--- src/rtl/utrap_pkg.sv ---
package utrap_pkg;
    localparam int XLEN = 32;

    localparam logic [11:0] CSR_STATUS  = 12'h000;
    localparam logic [11:0] CSR_IE      = 12'h004;
    localparam logic [11:0] CSR_TVEC    = 12'h005;
    localparam logic [11:0] CSR_SCRATCH = 12'h040;
    localparam logic [11:0] CSR_EPC     = 12'h041;
    localparam logic [11:0] CSR_CAUSE   = 12'h042;
    localparam logic [11:0] CSR_TVAL    = 12'h043;
    localparam logic [11:0] CSR_IP      = 12'h044;

    localparam int ST_EN  = 0;
    localparam int ST_PEN = 4;
endpackage

--- src/rtl/utrap_deleg_chk.sv ---
module utrap_deleg_chk #(
    parameter int IRQ_N  = 16,
    parameter int CODE_W = 5
) (
    input  logic                     req,
    input  logic                     is_irq,
    input  logic [CODE_W-1:0]        code,
    input  logic [IRQ_N-1:0]         irq_mask,
    input  logic [(1<<CODE_W)-1:0]   exc_mask,
    output logic                     take
);
    localparam int CODE_N = 1 << CODE_W;

    logic [CODE_N-1:0] irq_wide;

    always_comb begin
        irq_wide = CODE_N'(irq_mask);
        take     = req && (is_irq ? irq_wide[code] : exc_mask[code]);
    end
endmodule

--- src/rtl/utrap_irq_pick.sv ---
module utrap_irq_pick #(
    parameter int IRQ_N  = 16,
    parameter int CODE_W = 5
) (
    input  logic [IRQ_N-1:0]  active,
    output logic              any,
    output logic [CODE_W-1:0] code
);
    always_comb begin
        any  = |active;
        code = '0;
        for (int i = IRQ_N - 1; i >= 0; i--) begin
            if (active[i]) code = CODE_W'(i);
        end
    end
endmodule

--- src/rtl/utrap_csr_rd.sv ---
module utrap_csr_rd
    import utrap_pkg::*;
#(
    parameter int IRQ_N = 16
) (
    input  logic [11:0]      addr,
    input  logic             en,
    input  logic             pen,
    input  logic [IRQ_N-1:0] ie,
    input  logic [IRQ_N-1:0] ip,
    input  logic [XLEN-1:0]  tvec,
    input  logic [XLEN-1:0]  scratch,
    input  logic [XLEN-1:0]  epc,
    input  logic [XLEN-1:0]  cause,
    input  logic [XLEN-1:0]  tval,
    output logic [XLEN-1:0]  rdata
);
    always_comb begin
        rdata = '0;
        unique case (addr)
            CSR_STATUS: begin
                rdata[ST_EN]  = en;
                rdata[ST_PEN] = pen;
            end
            CSR_IE:      rdata = XLEN'(ie);
            CSR_TVEC:    rdata = tvec;
            CSR_SCRATCH: rdata = scratch;
            CSR_EPC:     rdata = epc;
            CSR_CAUSE:   rdata = cause;
            CSR_TVAL:    rdata = tval;
            CSR_IP:      rdata = XLEN'(ip);
            default:     rdata = '0;
        endcase
    end
endmodule

--- src/rtl/utrap_csr_unit.sv ---
module utrap_csr_unit
    import utrap_pkg::*;
#(
    parameter int IRQ_N  = 16,
    parameter int CODE_W = 5
) (
    input  logic                   clk,
    input  logic                   rst_n,
    input  logic [11:0]            csr_addr,
    input  logic                   csr_we,
    input  logic [31:0]            csr_wdata,
    output logic [31:0]            csr_rdata,
    input  logic                   trap_valid,
    input  logic                   trap_is_irq,
    input  logic [CODE_W-1:0]      trap_code,
    input  logic [31:0]            trap_pc,
    input  logic [31:0]            trap_tval,
    input  logic                   uret,
    input  logic [IRQ_N-1:0]       irq_deleg,
    input  logic [(1<<CODE_W)-1:0] exc_deleg,
    input  logic [IRQ_N-1:0]       hw_irq,
    output logic                   irq_req,
    output logic [CODE_W-1:0]      irq_code,
    output logic                   redirect_valid,
    output logic [31:0]            redirect_pc
);
    localparam int CAUSE_PAD = XLEN - 1 - CODE_W;

    typedef struct packed {
        logic             en;
        logic             pen;
        logic [IRQ_N-1:0] ie;
        logic [IRQ_N-1:0] ip_sw;
        logic [XLEN-1:0]  tvec;
        logic [XLEN-1:0]  scratch;
        logic [XLEN-1:0]  epc;
        logic [XLEN-1:0]  cause;
        logic [XLEN-1:0]  tval;
    } ustate_t;

    ustate_t          st_d, st_q;
    logic             take;
    logic             irq_any;
    logic [IRQ_N-1:0] pend;
    logic [IRQ_N-1:0] active;

    utrap_deleg_chk #(.IRQ_N(IRQ_N), .CODE_W(CODE_W)) i_deleg (
        .req      (trap_valid),
        .is_irq   (trap_is_irq),
        .code     (trap_code),
        .irq_mask (irq_deleg),
        .exc_mask (exc_deleg),
        .take     (take)
    );

    always_comb begin
        pend   = st_q.ip_sw | hw_irq;
        active = st_q.ie & pend & irq_deleg;
    end

    utrap_irq_pick #(.IRQ_N(IRQ_N), .CODE_W(CODE_W)) i_pick (
        .active (active),
        .any    (irq_any),
        .code   (irq_code)
    );

    assign irq_req = st_q.en && irq_any;

    utrap_csr_rd #(.IRQ_N(IRQ_N)) i_rd (
        .addr    (csr_addr),
        .en      (st_q.en),
        .pen     (st_q.pen),
        .ie      (st_q.ie),
        .ip      (pend),
        .tvec    (st_q.tvec),
        .scratch (st_q.scratch),
        .epc     (st_q.epc),
        .cause   (st_q.cause),
        .tval    (st_q.tval),
        .rdata   (csr_rdata)
    );

    always_comb begin
        st_d           = st_q;
        redirect_valid = take || uret;
        redirect_pc    = take ? st_q.tvec : st_q.epc;
        if (take) begin
            st_d.pen   = st_q.en;
            st_d.en    = 1'b0;
            st_d.epc   = trap_pc & ~32'h1;
            st_d.cause = {trap_is_irq, {CAUSE_PAD{1'b0}}, trap_code};
            st_d.tval  = trap_tval;
        end else if (uret) begin
            st_d.en    = st_q.pen;
            st_d.pen   = 1'b1;
            st_d.epc   = '0;
            st_d.cause = '0;
            st_d.tval  = '0;
        end else if (csr_we) begin
            unique case (csr_addr)
                CSR_STATUS: begin
                    st_d.en  = csr_wdata[ST_EN];
                    st_d.pen = csr_wdata[ST_PEN];
                end
                CSR_IE:      st_d.ie      = csr_wdata[IRQ_N-1:0];
                CSR_TVEC:    st_d.tvec    = csr_wdata & ~32'h3;
                CSR_SCRATCH: st_d.scratch = csr_wdata;
                CSR_EPC:     st_d.epc     = csr_wdata & ~32'h1;
                CSR_CAUSE:   st_d.cause   = csr_wdata;
                CSR_TVAL:    st_d.tval    = csr_wdata;
                CSR_IP:      st_d.ip_sw   = csr_wdata[IRQ_N-1:0];
                default:     ;
            endcase
        end
    end

    always_ff @(posedge clk) begin
        if (!rst_n) st_q <= '0;
        else        st_q <= st_d;
    end
endmodule

--- config.mk ---
export PLATFORM = sky130hd
export DESIGN_NAME = utrap_csr_unit
export DESIGN_NICKNAME = d
export VERILOG_FILES = /design/src/rtl/utrap_pkg.sv /design/src/rtl/utrap_deleg_chk.sv /design/src/rtl/utrap_irq_pick.sv /design/src/rtl/utrap_csr_rd.sv /design/src/rtl/utrap_csr_unit.sv
export SDC_FILE = /design/constraint.sdc
export NUM_CORES = 1
export LEC_CHECK = 0
export BUFFER_PORTS_ARGS = -buffer_cell sky130_fd_sc_hd__buf_4
export CAP_MARGIN = 20
export CELL_PAD_IN_SITES_DETAIL_PLACEMENT = 1
export CELL_PAD_IN_SITES_GLOBAL_PLACEMENT = 1
export CORE_MARGIN = 5
export CORE_UTILIZATION = 36
export DETAILED_ROUTE_END_ITERATION = 7
export GPL_TIMING_DRIVEN = 0
export HOLD_SLACK_MARGIN = 0.05
export PLACE_DENSITY_LB_ADDON = 0.1
export SYNTH_ARGS = -nofsm -noshare
export SYNTH_HDL_FRONTEND = slang
export SYNTH_SLANG_ARGS = --single-unit
--- constraint.sdc ---
create_clock -name clk -period 3.6 [get_ports clk]
set_input_delay 0.72 -clock clk [delete_from_list [all_inputs] [get_ports clk]]
set_output_delay 0.72 -clock clk [all_outputs]
set_load 0.05 [all_outputs]
## After elaboration in Yosys (flattened, before gate mapping)

Cells that the tools add are included.
W data, S select, Z words.

| cells by class | value |
|---|---|
| multiply operators | 0 |
| equality and inequality tests | 7 |
| reductions and logical operators | 24 |
| bitwise logic cells | 6 |
| div/mod/pow operators | 0 |
| shift operators | 0 |
| mux-type cells | 39 |
| add/sub/neg operators | 0 |
| magnitude comparators | 1 |

Operator list:

| operator | count |
|---|---|
| $mux W194 | 1 |
| $mux W32 | 6 |
| $mux W96 | 2 |
| $pmux W27 S7 | 1 |
| $mux W4 | 16 |
| $eq A12 B7 Y1 const B | 5 |
| $and A16 B16 Y16 | 2 |
| $mux W16 | 2 |
| $eq A12 B3 Y1 const B | 2 |
| $pmux W3 S7 | 1 |
| $or A16 B16 Y16 | 1 |
| $reduce_and A4 Y1 | 4 |
| $reduce_or A16 Y1 | 1 |
| $reduce_bool A3 Y1 | 5 |
| $logic_not A12 Y1 | 1 |
| $reduce_and A2 Y1 | 6 |
| $bmux W1 S5 | 2 |
| $pmux W1 S8 | 1 |
| $lt A5 B6 Y1 const B | 1 |
| $pmux W1 S6 | 1 |
| $mux W1 | 4 |
| $mux W2 | 2 |
| $reduce_bool A2 Y1 | 2 |
| $not A1 Y1 | 3 |
| 4 further kinds | 5 |

| word-level totals | value |
|---|---|
| bits in latches | 0 |
| output and inout bits | 71 |
| logic and storage cells | 87 |
| flip-flop bits (word level) | 191 |
| input port bits | 183 |
| memories kept | 0 |
| RAM bits | 0 |
| ROM bits | 0 |

## Depth between registers and ports, before layout

| depth | value |
|---|---|
| word-level depth | 19 |
| depth in mapped cells | 12 |
| mapped depth without buffers | 7 |

## Cells and area by module

A second synthesis with hierarchy kept.

| unflattened totals | value |
|---|---|
| cell total of the unflattened synthesis | 1176 |
| area total of the unflattened synthesis | 10654.0 µm² |

Modules (own cells, without submodules):

| module | times used | cells each | sequential area each (µm²) | area an instance (µm²) |
|---|---|---|---|---|
| utrap_csr_unit | 1 | 894 | 3823.7 | 8448.1 |
| utrap_csr_rd | 1 | 212 | 0.0 | 1560.2 |
| utrap_deleg_chk | 1 | 34 | 0.0 | 457.9 |
| utrap_irq_pick | 1 | 36 | 0.0 | 187.7 |

## Least setup slack after synthesis

Ideal clock, no wire load.

| timing | value |
|---|---|
| kind | input port to output port |
| from | in csr_addr[5] |
| to | out csr_rdata[16] |
| data required time | 2.880 ns |
| stages | 7 |
| path buffers | 1 |
| path slack | -0.092 ns |
| arrival | 2.972 ns |
| cell sequence | or4_1 -> nor2_2 -> nand2_1 -> nor4b_1 -> clkbuf_1 -> a22oi_1 -> o21ai_0 |

| on the way | value |
|---|---|
| longest elaborated chain between the ends | 2 |
| elaborated cells between the ends (all ways) | 8 |
| classes of those cells | eq/ne: 7; mux: 1 |

Ends and longest elaborated chain:

| what | RTL line | source |
|---|---|---|
| from (decl) | utrap_csr_unit.sv:9 | `input logic [11:0] csr_addr,` |
| $eq A12 B7 Y1 / $eq A12 B3 Y1 (equally long branches) | utrap_csr_rd.sv:20 | `unique case (addr)` |
| $pmux W27 S7 (*) | utrap_csr_rd.sv:20 |  |
| to (decl) | utrap_csr_unit.sv:12 | `output logic [31:0] csr_rdata,` |

Every way passes the cells marked *; elsewhere a longest branch is shown, timed or not.

## Worst setup path in the final report

| timing | value |
|---|---|
| from | in trap_code[0] |
| to | out redirect_pc[9] |

| on the way | value |
|---|---|
| longest elaborated chain between the ends | 5 |
| elaborated cells between the ends (all ways) | 7 |
| classes of those cells | mux: 6; reduce/logical: 1 |

Ends and longest elaborated chain:

| what | RTL line | source |
|---|---|---|
| from (decl) | utrap_csr_unit.sv:15 | `input logic [CODE_W-1:0] trap_code,` |
| $bmux W1 S5 | utrap_deleg_chk.sv:18 | `take = req && (is_irq ? irq_wide[code] : exc_mask[code]);` |
| $mux W1 (not written as such) | utrap_deleg_chk.sv:18 |  |
| $mux W1 (*) | utrap_deleg_chk.sv:18 |  |
| $logic_and A1 B1 Y1 (*) | utrap_deleg_chk.sv:18 |  |
| $mux W32 (*) | utrap_csr_unit.sv:86 | `redirect_pc = take ? st_q.tvec : st_q.epc;` |
| to (decl) | utrap_csr_unit.sv:25 | `output logic [31:0] redirect_pc` |

Every way passes the cells marked *; elsewhere a longest branch is shown, timed or not. The select of a mux whose other input is x is not followed.

==> flow_summary.toml <==
[global_route]
grt_pass1_wl_um = 67700
grt_start_max_net_pins = 19
grtUsageTotal_pct = 28.5
antenna_found_initial = 0
grt_pass1_vias = 11300
grt_remaining_overflow = 0

[cells_and_area]
area_growth_pct = 38.5
fillerInstances = 3179
num_antenna_cells = 0
finalInstanceArea_sq_um = 13700
largest_register_ffs = 191
top_register = "st_q"
seqCellArea_sq_um = 3820
fin_nets = 1600
multi_input_area_sq_um = 5920
final-instance-count-excl-fill = 1771
drive_above_1_share_pct = 32.4
reg_top3 = "st_q: 191 flops"

[detailed_routing]
drc = 0
num_vias = 10600
drt_pass1_iterations = 5
drt-initial-drc-count = 838
via_per_inst = 5.99
antenna_left = 0
drt-total-wl_um = 45800
post_drt_wl_per_cell_um = 25.9

[logic_synthesis]
synth_seq_cells = 191
synthFlopType = "dfxtp_1"
yosysSeqAreaShare_pct = 38.5
synth_top_cells_by_area = "dfxtp_1 39%, mux2i_1 10%, nand2_1 8.1%, mux2_2 5.9%, o221ai_1 5.6%"
yosysUniqueCellTypes = 51
synth_top_cell_by_area = "dfxtp_1"
synth_commonest_cells = "215 x nand2_1, 191 x dfxtp_1, 99 x mux2i_1, 99 x o21ai_0, 83 x nand3_1"
yosysMostFrequentCell = "nand2_1"
yosysWarnings = 0
syn_area_per_cell_sq_um = 8.83
synth_top_area_share_pct = 38.5
syn_area_sq_um = 9920
async_reset_ff_share_pct = 0
synthCells = 1124
synth_edf_count = 0

[critical_path]
crit_required_ps = 2880
crit_path_end_kind = "primary output"
path_cells = "buf_8 -> buf_12 -> mux4_2 -> a211oi_4 -> a2111oi_4 -> nand2b_4 -> clkbuf_16 -> buf_16 -> mux2_4 -> buf_8"
cp_common_cell = "buf_8"
cp-start-kind = "input pin"
crit_arrival_ps = 2930
worst_path_max_delay_cell = "mux4_2"
critPathMaxFanout = 7
max_stage_delay_ps = 580
r2r_cells = 2
setup.worst_path.class = "in2out"

[pwr]
p_total_uw = 5170
ir_worst_vdd_mv = 0.320
power_density_nw_per_um2 = 376
p_leak_uw = 0.00592

[placement]
portBuffers = 246
placed_area_sq_um = 12400
place_ws_ps = -755
place.gp.congestion = 0.874
place_inst = 1712
dp_hpwl_um = 33200

[timing]
rsz0062_at_grt = "yes"
fin_crit_sh_pct = 101
finalMaxSlewViolations = 0
tightest_slew_ps = 963
finClkSkew_ps = 5.21
layout_setup_ws_ps = -53.4
setup_viol = 30
slew-limit-headroom_pct = 35.8
period_needed_ps = 3650
fmax_mhz = 274
fin_tns_setup_ps = -1030
hold_viol_final = 0

[clocking]
numCtsBuffers = 17
htree_num_levels = 4
clk_latency_ps = 450
cts-root-buf = "clkbuf_16"
clock-sinks = 191
clk_pin_slew_ps = 80
cts_tree = "done"
cts_max_path_buffers = 2
cts_hold_buf = 0

[die]
die_h_um = 176
start_util_pct = 36.7
num_io_pins = 254
num_rows = 60
dieArea_sq_um = 31000
coreArea_sq_um = 27000
die_w_um = 176

[outcome]
violations = "negative setup slack"
outcome = "finished, violations left"

[worst_hold_path]
min_path_cells = 2
hold_class = "reg2reg"

[flow_run]
max_cap_viol_count = 0
## cells by family after synthesis
logic type	share of synthesized area (%)
other cells	0.0378
flops	38.5
compound gates	19.1
buf+inv	4.97
mux	20.9
simple gates	16.5
## power by group
group / switching, uW / internal [uW] / leakage [uW]
sequential: 48.0 / 2180 / 0.00155
combinational: 566 / 440 / 0.00408
clock: 962 / 978 / 0.000287
## layout make-up
class / count / share of cell area [%]
clock inverters: 15 / 1.07
plain buffers: 105 / 4.73
flip-flops and latches: 191 / 27.8
repair buffers: 275 / 17.0
well taps: 341 / 3.10
inverters: 3 / 0.0911
multi-input cells: 824 / 43.1
clock buffers: 17 / 3.10
## path summary, 6_finish.rpt
check | to | slack, ps | startpoint
max | redirect_pc[9] | -50 | trap_code[0]
min | st_q[56] | 460 | st_q[56]
max reg2reg | st_q[192] | 2630 | st_q[192]
min reg2reg | st_q[56] | 460 | st_q[56]
## layer usage
| metal | up-vias | GRT usage, % | wire [um] |
|---|---|---|---|
| met4 | 0 | 7.86 | 1230 |
| met5 | - | 0 | 0 |
| met2 | 456 | 46.4 | 21100 |
| li1 | 4760 | - | - |
| met3 | 73 | 5.59 | 3250 |
| met1 | 5315 | 38.7 | 20200 |
## critical path, delay by kind of cell
kind | cells | cell delay [ps]
multiplexers | 2 | 900
AO/OA/AOI/OAI | 2 | 400
AND/OR/NAND/NOR | 1 | 200
buffers and inverters | 5 | 700
## what timing repair did
item	in CTS	in global routing
buffers inserted	17	8
gates resized for setup	100	32
endpoints found under the setup margin	64	64
pin swaps	9	11
gates cloned	2	2
## cell usage in the layout, fill, tap and decap left out, drive strengths merged, types with 47 or more instances in the layout
cell type	instances
mux2i	99
a22oi	47
nand2	215
dfxtp	191
buf	312
o21ai	103
mux2	52
o221ai	63
clkbuf	84
nand3	83
## stage by stage
stage / utilization, % / hold slack (ps)
final: 50.8 / 456
after global placement: 45.8 / 438
after detailed placement: 45.8 / 445
after CTS: 50.0 / 455
after floorplan: - / 429
after global routing: 50.8 / 476
Power figures use the tool's default switching activity.
